**src/rtl/wkf_pkg.sv**
```systemverilog
package wkf_pkg;

    localparam int DATA_W = 8;
    localparam int FLAG_N = 6;

    localparam int F_BTN   = 0;
    localparam int F_PLLR  = 1;
    localparam int F_PLLF  = 2;
    localparam int F_AWAKE = 3;
    localparam int F_XFER  = 4;
    localparam int F_RTC   = 5;

    // index of each watched level inside the edge detector
    localparam int LV_BTN = 0;
    localparam int LV_PLL = 1;
    localparam int LV_N   = 2;

    typedef logic [DATA_W-1:0] word_t;

    typedef struct packed {
        logic btn_rise;
        logic pll_rise;
        logic pll_fall;
    } edges_t;

    // bits that a firmware write clears
    function automatic word_t write_clear(input logic wr_en, input word_t wr_data);
        return wr_en ? ~wr_data : '0;
    endfunction

endpackage

```
**src/rtl/wkf_edge.sv**
```systemverilog
module wkf_edge #(
    parameter int N = 2
) (
    input  logic         clk,
    input  logic         rst,
    input  logic [N-1:0] lvl_i,
    output logic [N-1:0] rise_o,
    output logic [N-1:0] fall_o
);
    logic [N-1:0] prev_q;

    for (genvar i = 0; i < N; i++) begin : g_bit
        // history tracks the input even in reset: no edge on release
        always_ff @(posedge clk) begin
            prev_q[i] <= lvl_i[i];
        end
        assign rise_o[i] = lvl_i[i] & ~prev_q[i] & ~rst;
        assign fall_o[i] = ~lvl_i[i] & prev_q[i] & ~rst;
    end
endmodule

```
**src/rtl/wkf_flag_bank.sv**
```systemverilog
module wkf_flag_bank #(
    parameter int N = 8
) (
    input  logic         clk,
    input  logic         rst,
    input  logic [N-1:0] set_i,
    input  logic [N-1:0] clr_i,
    output logic [N-1:0] flags_o
);
    for (genvar i = 0; i < N; i++) begin : g_flag
        always_ff @(posedge clk) begin
            if (rst)           flags_o[i] <= 1'b0;
            else if (set_i[i]) flags_o[i] <= 1'b1;
            else if (clr_i[i]) flags_o[i] <= 1'b0;
        end
    end
endmodule

```
**src/rtl/wkf_read_mux.sv**
```systemverilog
module wkf_read_mux
    import wkf_pkg::*;
#(
    parameter int EXT_N = 7
) (
    input  logic             rd_sel_i,
    input  word_t            flags_i,
    input  logic [EXT_N-1:0] ext_i,
    output word_t            rd_data_o
);
    localparam int PAD = DATA_W - EXT_N;

    word_t raw_w;
    assign raw_w     = {{PAD{1'b0}}, ext_i};
    assign rd_data_o = rd_sel_i ? raw_w : flags_i;
endmodule

```
**src/rtl/wake_evt_flags.sv**
```systemverilog
module wake_evt_flags
    import wkf_pkg::*;
#(
    parameter int EXT_INT_N = 7
) (
    input  logic                 clk,
    input  logic                 rst,
    input  logic                 btn_i,
    input  logic                 pll_lock_i,
    input  logic                 autowake_i,
    input  logic                 xfer_busy_i,
    input  logic                 rtc_sec_i,
    input  logic                 sleep_req_i,
    input  logic                 lcd_req_i,
    input  logic                 wake_src_i,
    input  logic [EXT_INT_N-1:0] ext_int_i,
    input  logic                 wr_en_i,
    input  logic [DATA_W-1:0]    wr_data_i,
    input  logic                 rd_sel_i,
    output logic [DATA_W-1:0]    rd_data_o,
    output logic                 irq6_o,
    output logic                 irq_pwr_o
);
    logic [LV_N-1:0] lvl_w, rise_w, fall_w;
    edges_t          edg;
    word_t           set_w, clr_w, flags_q;

    assign lvl_w[LV_BTN] = btn_i;
    assign lvl_w[LV_PLL] = pll_lock_i;

    wkf_edge #(.N(LV_N)) u_edge (
        .clk    (clk),
        .rst    (rst),
        .lvl_i  (lvl_w),
        .rise_o (rise_w),
        .fall_o (fall_w)
    );

    assign edg.btn_rise = rise_w[LV_BTN];
    assign edg.pll_rise = rise_w[LV_PLL];
    assign edg.pll_fall = fall_w[LV_PLL];

    always_comb begin
        set_w          = '0;
        set_w[F_BTN]   = edg.btn_rise;
        set_w[F_PLLR]  = edg.pll_rise;
        set_w[F_PLLF]  = edg.pll_fall & ~wake_src_i;
        set_w[F_AWAKE] = autowake_i;
        set_w[F_XFER]  = xfer_busy_i;
        set_w[F_RTC]   = rtc_sec_i;

        clr_w          = write_clear(wr_en_i, wr_data_i);
        clr_w[F_BTN]   = clr_w[F_BTN] | sleep_req_i | lcd_req_i;
    end

    wkf_flag_bank #(.N(DATA_W)) u_bank (
        .clk     (clk),
        .rst     (rst),
        .set_i   (set_w),
        .clr_i   (clr_w),
        .flags_o (flags_q)
    );

    wkf_read_mux #(.EXT_N(EXT_INT_N)) u_rd (
        .rd_sel_i  (rd_sel_i),
        .flags_i   (flags_q),
        .ext_i     (ext_int_i),
        .rd_data_o (rd_data_o)
    );

    assign irq6_o    = flags_q[F_XFER] | flags_q[F_RTC];
    assign irq_pwr_o = flags_q[F_PLLR] | flags_q[F_PLLF];
endmodule

```
**config.mk**
```make
export PLATFORM = sky130hd
export DESIGN_NAME = wake_evt_flags
export DESIGN_NICKNAME = d
export VERILOG_FILES = /design/src/rtl/wkf_pkg.sv /design/src/rtl/wkf_edge.sv /design/src/rtl/wkf_flag_bank.sv /design/src/rtl/wkf_read_mux.sv /design/src/rtl/wake_evt_flags.sv
export SDC_FILE = /design/constraint.sdc
export NUM_CORES = 1
export LEC_CHECK = 0
export BUFFER_PORTS_ARGS = -buffer_cell sky130_fd_sc_hd__buf_2
export CORE_AREA = 2 2 39 41
export CTS_BUF_LIST = sky130_fd_sc_hd__clkbuf_8
export CTS_CLUSTER_SIZE = 12
export DETAILED_ROUTE_END_ITERATION = 12
export DIE_AREA = 0 0 41 43
export GPL_TIMING_DRIVEN = 1
export PLACE_DENSITY = 0.73
export SETUP_SLACK_MARGIN = 0.3
export SLEW_MARGIN = 10
export SYNTH_ARGS = -nofsm -noshare
export SYNTH_HDL_FRONTEND = slang
export SYNTH_SLANG_ARGS = --single-unit
```
**constraint.sdc**
```tcl
create_clock -name clk -period 1.9 [get_ports clk]
set_input_delay 0.19 -clock clk [delete_from_list [all_inputs] [get_ports clk]]
set_output_delay 0.19 -clock clk [all_outputs]
set_load 0.05 [all_outputs]
```
* Yosys cells after proc, flatten, opt, wreduce, memory -nomap -nowiden *
Index checks and enable logic that the tools add are counted.

storage, ports and cells
  word-level logic and storage cells = 45
  output and inout port bits = 10
  register bits after elaboration = 8
  bits of input ports = 27

operators by class
  mux-type cells = 14
  bitwise operators = 17
  reductions and logical operators = 6

operators by type and width
  operator           number
  $mux 1             12
  $reduce_bool 2->1  6
  $and 1x1->1        7
  $mux 7             1
  $mux 6             1
  $not 6->6          1
  $not 1->1          5
  $or 1x1->1         4

* Longest topological paths before layout *
  depth after elaboration = 6
  depth in mapped cells = 3
  depth with buffers taken out = 3

* Cells and area by module *
From an unflattened synthesis, not the netlist that was laid out.

unflattened totals
  cell total of the unflattened synthesis = 62
  area total of the unflattened synthesis = 641.9 µm²

by module, submodules not included
  module          instances  sequential area each (µm²)  area each (µm²)  cells an instance
  wkf_flag_bank   1          160.2                       381.6            33
  wkf_read_mux    1          0.0                         125.1            9
  wkf_edge        1          40.0                        70.1             6
  wake_evt_flags  1          0.0                         65.1             14

* Worst setup path before layout *
Ideal clock, no wire load.

  path kind = input port to output port
  start = in rd_sel_i
  end = out rd_data_o[0]
  path buffers = 1
  setup slack = 0.909 ns
  arrival = 0.801 ns
  stages = 2
  cell sequence = buf_2 > mux2_2

between the ends
  longest elaborated chain between the ends = 1

RTL lines
  what             line                  RTL
  start, declared  wake_evt_flags.sv:19  input logic rd_sel_i,
  $mux 7           wkf_read_mux.sv:15    assign rd_data_o = rd_sel_i ? raw_w : flags_i;
  end, declared    wake_evt_flags.sv:20  output logic [DATA_W-1:0] rd_data_o,

No other way between the ends.

* Worst setup path after layout *
  start = reg u_bank.flags_o[1]
  end = out irq_pwr_o

between the ends
  longest elaborated chain between the ends = 1

RTL lines
  what                             line                  RTL
  start, declared                  wkf_flag_bank.sv:8    output logic [N-1:0] flags_o
  start signal, assigned by index  wkf_flag_bank.sv:12   if (rst) flags_o[i] <= 1'b0;
  start signal, assigned by index  wkf_flag_bank.sv:13   else if (set_i[i]) flags_o[i] <= 1'b1;
  start signal, assigned by index  wkf_flag_bank.sv:14   else if (clr_i[i]) flags_o[i] <= 1'b0;
  $or 1x1->1                       wake_evt_flags.sv:72  assign irq_pwr_o = flags_q[F_PLLR] | flags_q[F_PLLF];
  end, declared                    wake_evt_flags.sv:22  output logic irq_pwr_o

No other way between the ends.

==> impl_metrics.toml <==
[status]
outcome = "finished clean"

[drt]
dr.pass1.iters = 3
detail_route.wirelength_um = 852
drcViolationCount = 0
routed_wire_length_per_instance_um = 9.36
via_per_inst = 4.26
vias = 388
antenna_left = 0
drt_iter0_drc = 4

[die]
die_h_um = 43
fp-row-count = 14
initial_core_util = 0.269
die_width_um = 41
boundaryPins = 37
core_area_sq_um = 1380
die-area_sq_um = 1760

[sta]
drv_slew = 0
layout_min_cycle_time_ns = 1.22
final_min_period_over_clock_period = 0.640
hold_viol = 0
tns_ns = 0
fmax_mhz = 822
setup_slack_ns = 0.683
grt_setup_unrepaired = "no"
finalSetupViolCount = 0
finClkSkew_ns = 0.0000619

[clock_tree]
clock_transition_at_the_registers_of_the_reported_paths_ns = 0.04
root_buffer = "sky130_fd_sc_hd__clkbuf_8"
clock_tree.buffer_depth = 2
postCtsSetupRepairBufs = 0
h-tree-depth = 1
clk_latency_ns = 0.22
tritoncts_buffer_count = 3
cts_hold_repair.buffers = 0
cts_tree = "yes"
clkSinkCount = 8
postCtsResizedCells = 0

[critical_path]
worst_r2r_startpoint = "u_bank.flags_o[0]$_SDFFE_PP0P_"
crit_required_ns = 1.71
end_kind = "primary output"
worstRegToRegCells = 3
setup.worst_path.start_class = "flip-flop"
worstPathMaxFanout = 3
r2r_setup_slack_ns = 1.19
timing.rr.end = "u_bank.flags_o[0]$_SDFFE_PP0P_"
criticalPathCategory = "reg -> out"
crit_arrival_ns = 1.03

[placement]
post_dp_area_sq_um = 546
dpl.cell_count = 88
routabilityCongestion = 0.594
io_buffers = 33
dpl_worst_slack_ns = 0.783

[run]
maxCapViolCount = 0

[power_and_ir_drop]
power.density_cell_area_nw_per_um2 = 875
leakage_nw = 0.307
vdd_ir_drop_max_v = 0.000288

[grt]
largest_net_degree_at_the_start_of_global_routing = 8
first_global_vias = 325
antenna_found_initial = 0
global_route.overflow_total = 0
grt_pass1_wl_mm = 1.25
track_usage = 0.109

[cells_and_area]
layout.nets = 104
design_area_sq_um = 587
drive_above_1_share = 0.600
instances_no_fill = 91
antennaDiodeCount = 0
area.growth.synth_to_final_pct = 57.4

[yosys]
yosys.cell_types.count = 15
ys.warnings.count = 0
syn-num-nets = 68
post_synthesis_mean_instance_area_sq_um = 9.09
synthCells = 41
synth_seq_area_share = 0.430
netlist_area_sq_um = 373
post_synthesis_sequential_element_count = 8

[worst_hold_path]
hold_path.class = "in -> reg"
holdPathEnd = "u_edge.prev_q[0]$_DFF_P_"
worst_hold_startpoint = "btn_i"
timing.hold.worst_path_depth = 1
-- worst max-delay path by stage --
stage	start	end	slack, ns	cells past startpoint
floorplan	rd_sel_i	rd_data_o[0]	0.91	2
global placement	rd_sel_i	rd_data_o[0]	0.79	3
detailed placement	rd_sel_i	rd_data_o[1]	0.78	3
CTS	u_bank.flags_o[1]$_SDFFE_PP0P_	irq_pwr_o	0.68	2
global route	u_bank.flags_o[1]$_SDFFE_PP0P_	irq_pwr_o	0.66	2
finish	u_bank.flags_o[1]$_SDFFE_PP0P_	irq_pwr_o	0.68	2
-- layout make-up --
class,instances,area [sq um]
clock buffer,3,41.3
multi-input combinational,27,185
fill,152,797
sequential,8,160
timing repair buffer,33,165
inverter,4,15.0
tap,16,20.0
-- critical path: stages (launching register included) --
cell and delay (ns):
sky130_fd_sc_hd__dfxtp_1 0.31, sky130_fd_sc_hd__or2_2 0.28, sky130_fd_sc_hd__buf_2 0.21
-- synthesized netlist by cell type --
cell / n / share of area
sky130_fd_sc_hd__conb_1: 1 / 0.010
sky130_fd_sc_hd__o21ai_0: 6 / 0.081
sky130_fd_sc_hd__nand2b_1: 2 / 0.034
sky130_fd_sc_hd__buf_4: 1 / 0.020
sky130_fd_sc_hd__or2_2: 2 / 0.034
sky130_fd_sc_hd__o21ai_1: 1 / 0.013
sky130_fd_sc_hd__and2_1: 1 / 0.017
sky130_fd_sc_hd__dfxtp_1: 8 / 0.43
sky130_fd_sc_hd__nand2_1: 1 / 0.010
sky130_fd_sc_hd__nor2_1: 1 / 0.010
sky130_fd_sc_hd__buf_2: 1 / 0.013
sky130_fd_sc_hd__nor4b_2: 1 / 0.040
sky130_fd_sc_hd__inv_1: 4 / 0.040
sky130_fd_sc_hd__mux2_2: 6 / 0.18
sky130_fd_sc_hd__a21oi_1: 5 / 0.067
-- cells by family (layout without fill, tap and decap cells) --
family | count (synthesis) | in the layout | share of synthesized area
AO/OA/AOI/OAI | 12 | 12 | 0.161
multiplexers | 6 | 6 | 0.181
AND/OR/NAND/NOR | 8 | 8 | 0.144
flip-flops | 8 | 8 | 0.430
buffers and inverters | 6 | 40 | 0.0738
other | 1 | 1 | 0.0101
-- cells in the final DEF (no fill, tap or decap), drive strengths merged --
| master | synthesis | routed |
|---|---|---|
| o21ai | 7 | 7 |
| inv | 4 | 4 |
| conb | 1 | 1 |
| dfxtp | 8 | 8 |
| nor2 | 1 | 1 |
| mux2 | 6 | 6 |
| buf | 2 | 33 |
| and2 | 1 | 1 |
| nand2 | 1 | 1 |
| or2 | 2 | 2 |
| clkbuf | 0 | 3 |
| a21oi | 5 | 5 |
| nor4b | 1 | 1 |
| nand2b | 2 | 2 |
-- stage by stage --
| step | util | hold slack [ns] | power, mW |
|---|---|---|---|
| after global placement | 0.394 | 0.309 | 0.317 |
| after CTS | 0.424 | 0.0766 | 0.523 |
| after detailed placement | 0.394 | 0.310 | 0.320 |
| final | 0.424 | 0.0837 | 0.514 |
| after floorplan | - | 0.218 | 0.278 |
| after global routing | 0.424 | 0.0782 | 0.540 |
-- state kept, by name, summed over array words and instances (netlist names) --
register	count
u_bank.flags_o	6
u_edge.prev_q	2
-- where the power goes --
| part | leakage (nW) | switching (mW) | total (mW) | internal [mW] |
|---|---|---|---|---|
| Combinational | 0.219 | 0.0862 | 0.132 | 0.0458 |
| Sequential | 0.0667 | 0.00459 | 0.184 | 0.179 |
| Clock | 0.0216 | 0.0613 | 0.198 | 0.137 |
| Total | 0.307 | 0.152 | 0.514 | 0.361 |
-- routing by layer --
metal	wire [um]	track usage	share of wire	vias to the layer above
met4	0	0.0600	0	0
li1	-	-	-	204
met2	404	0.163	0.47	25
met1	336	0.123	0.39	159
met5	0	0	0	-
met3	110	0.0471	0.13	0
No activity file was read; power rests on OpenSTA's default activity.
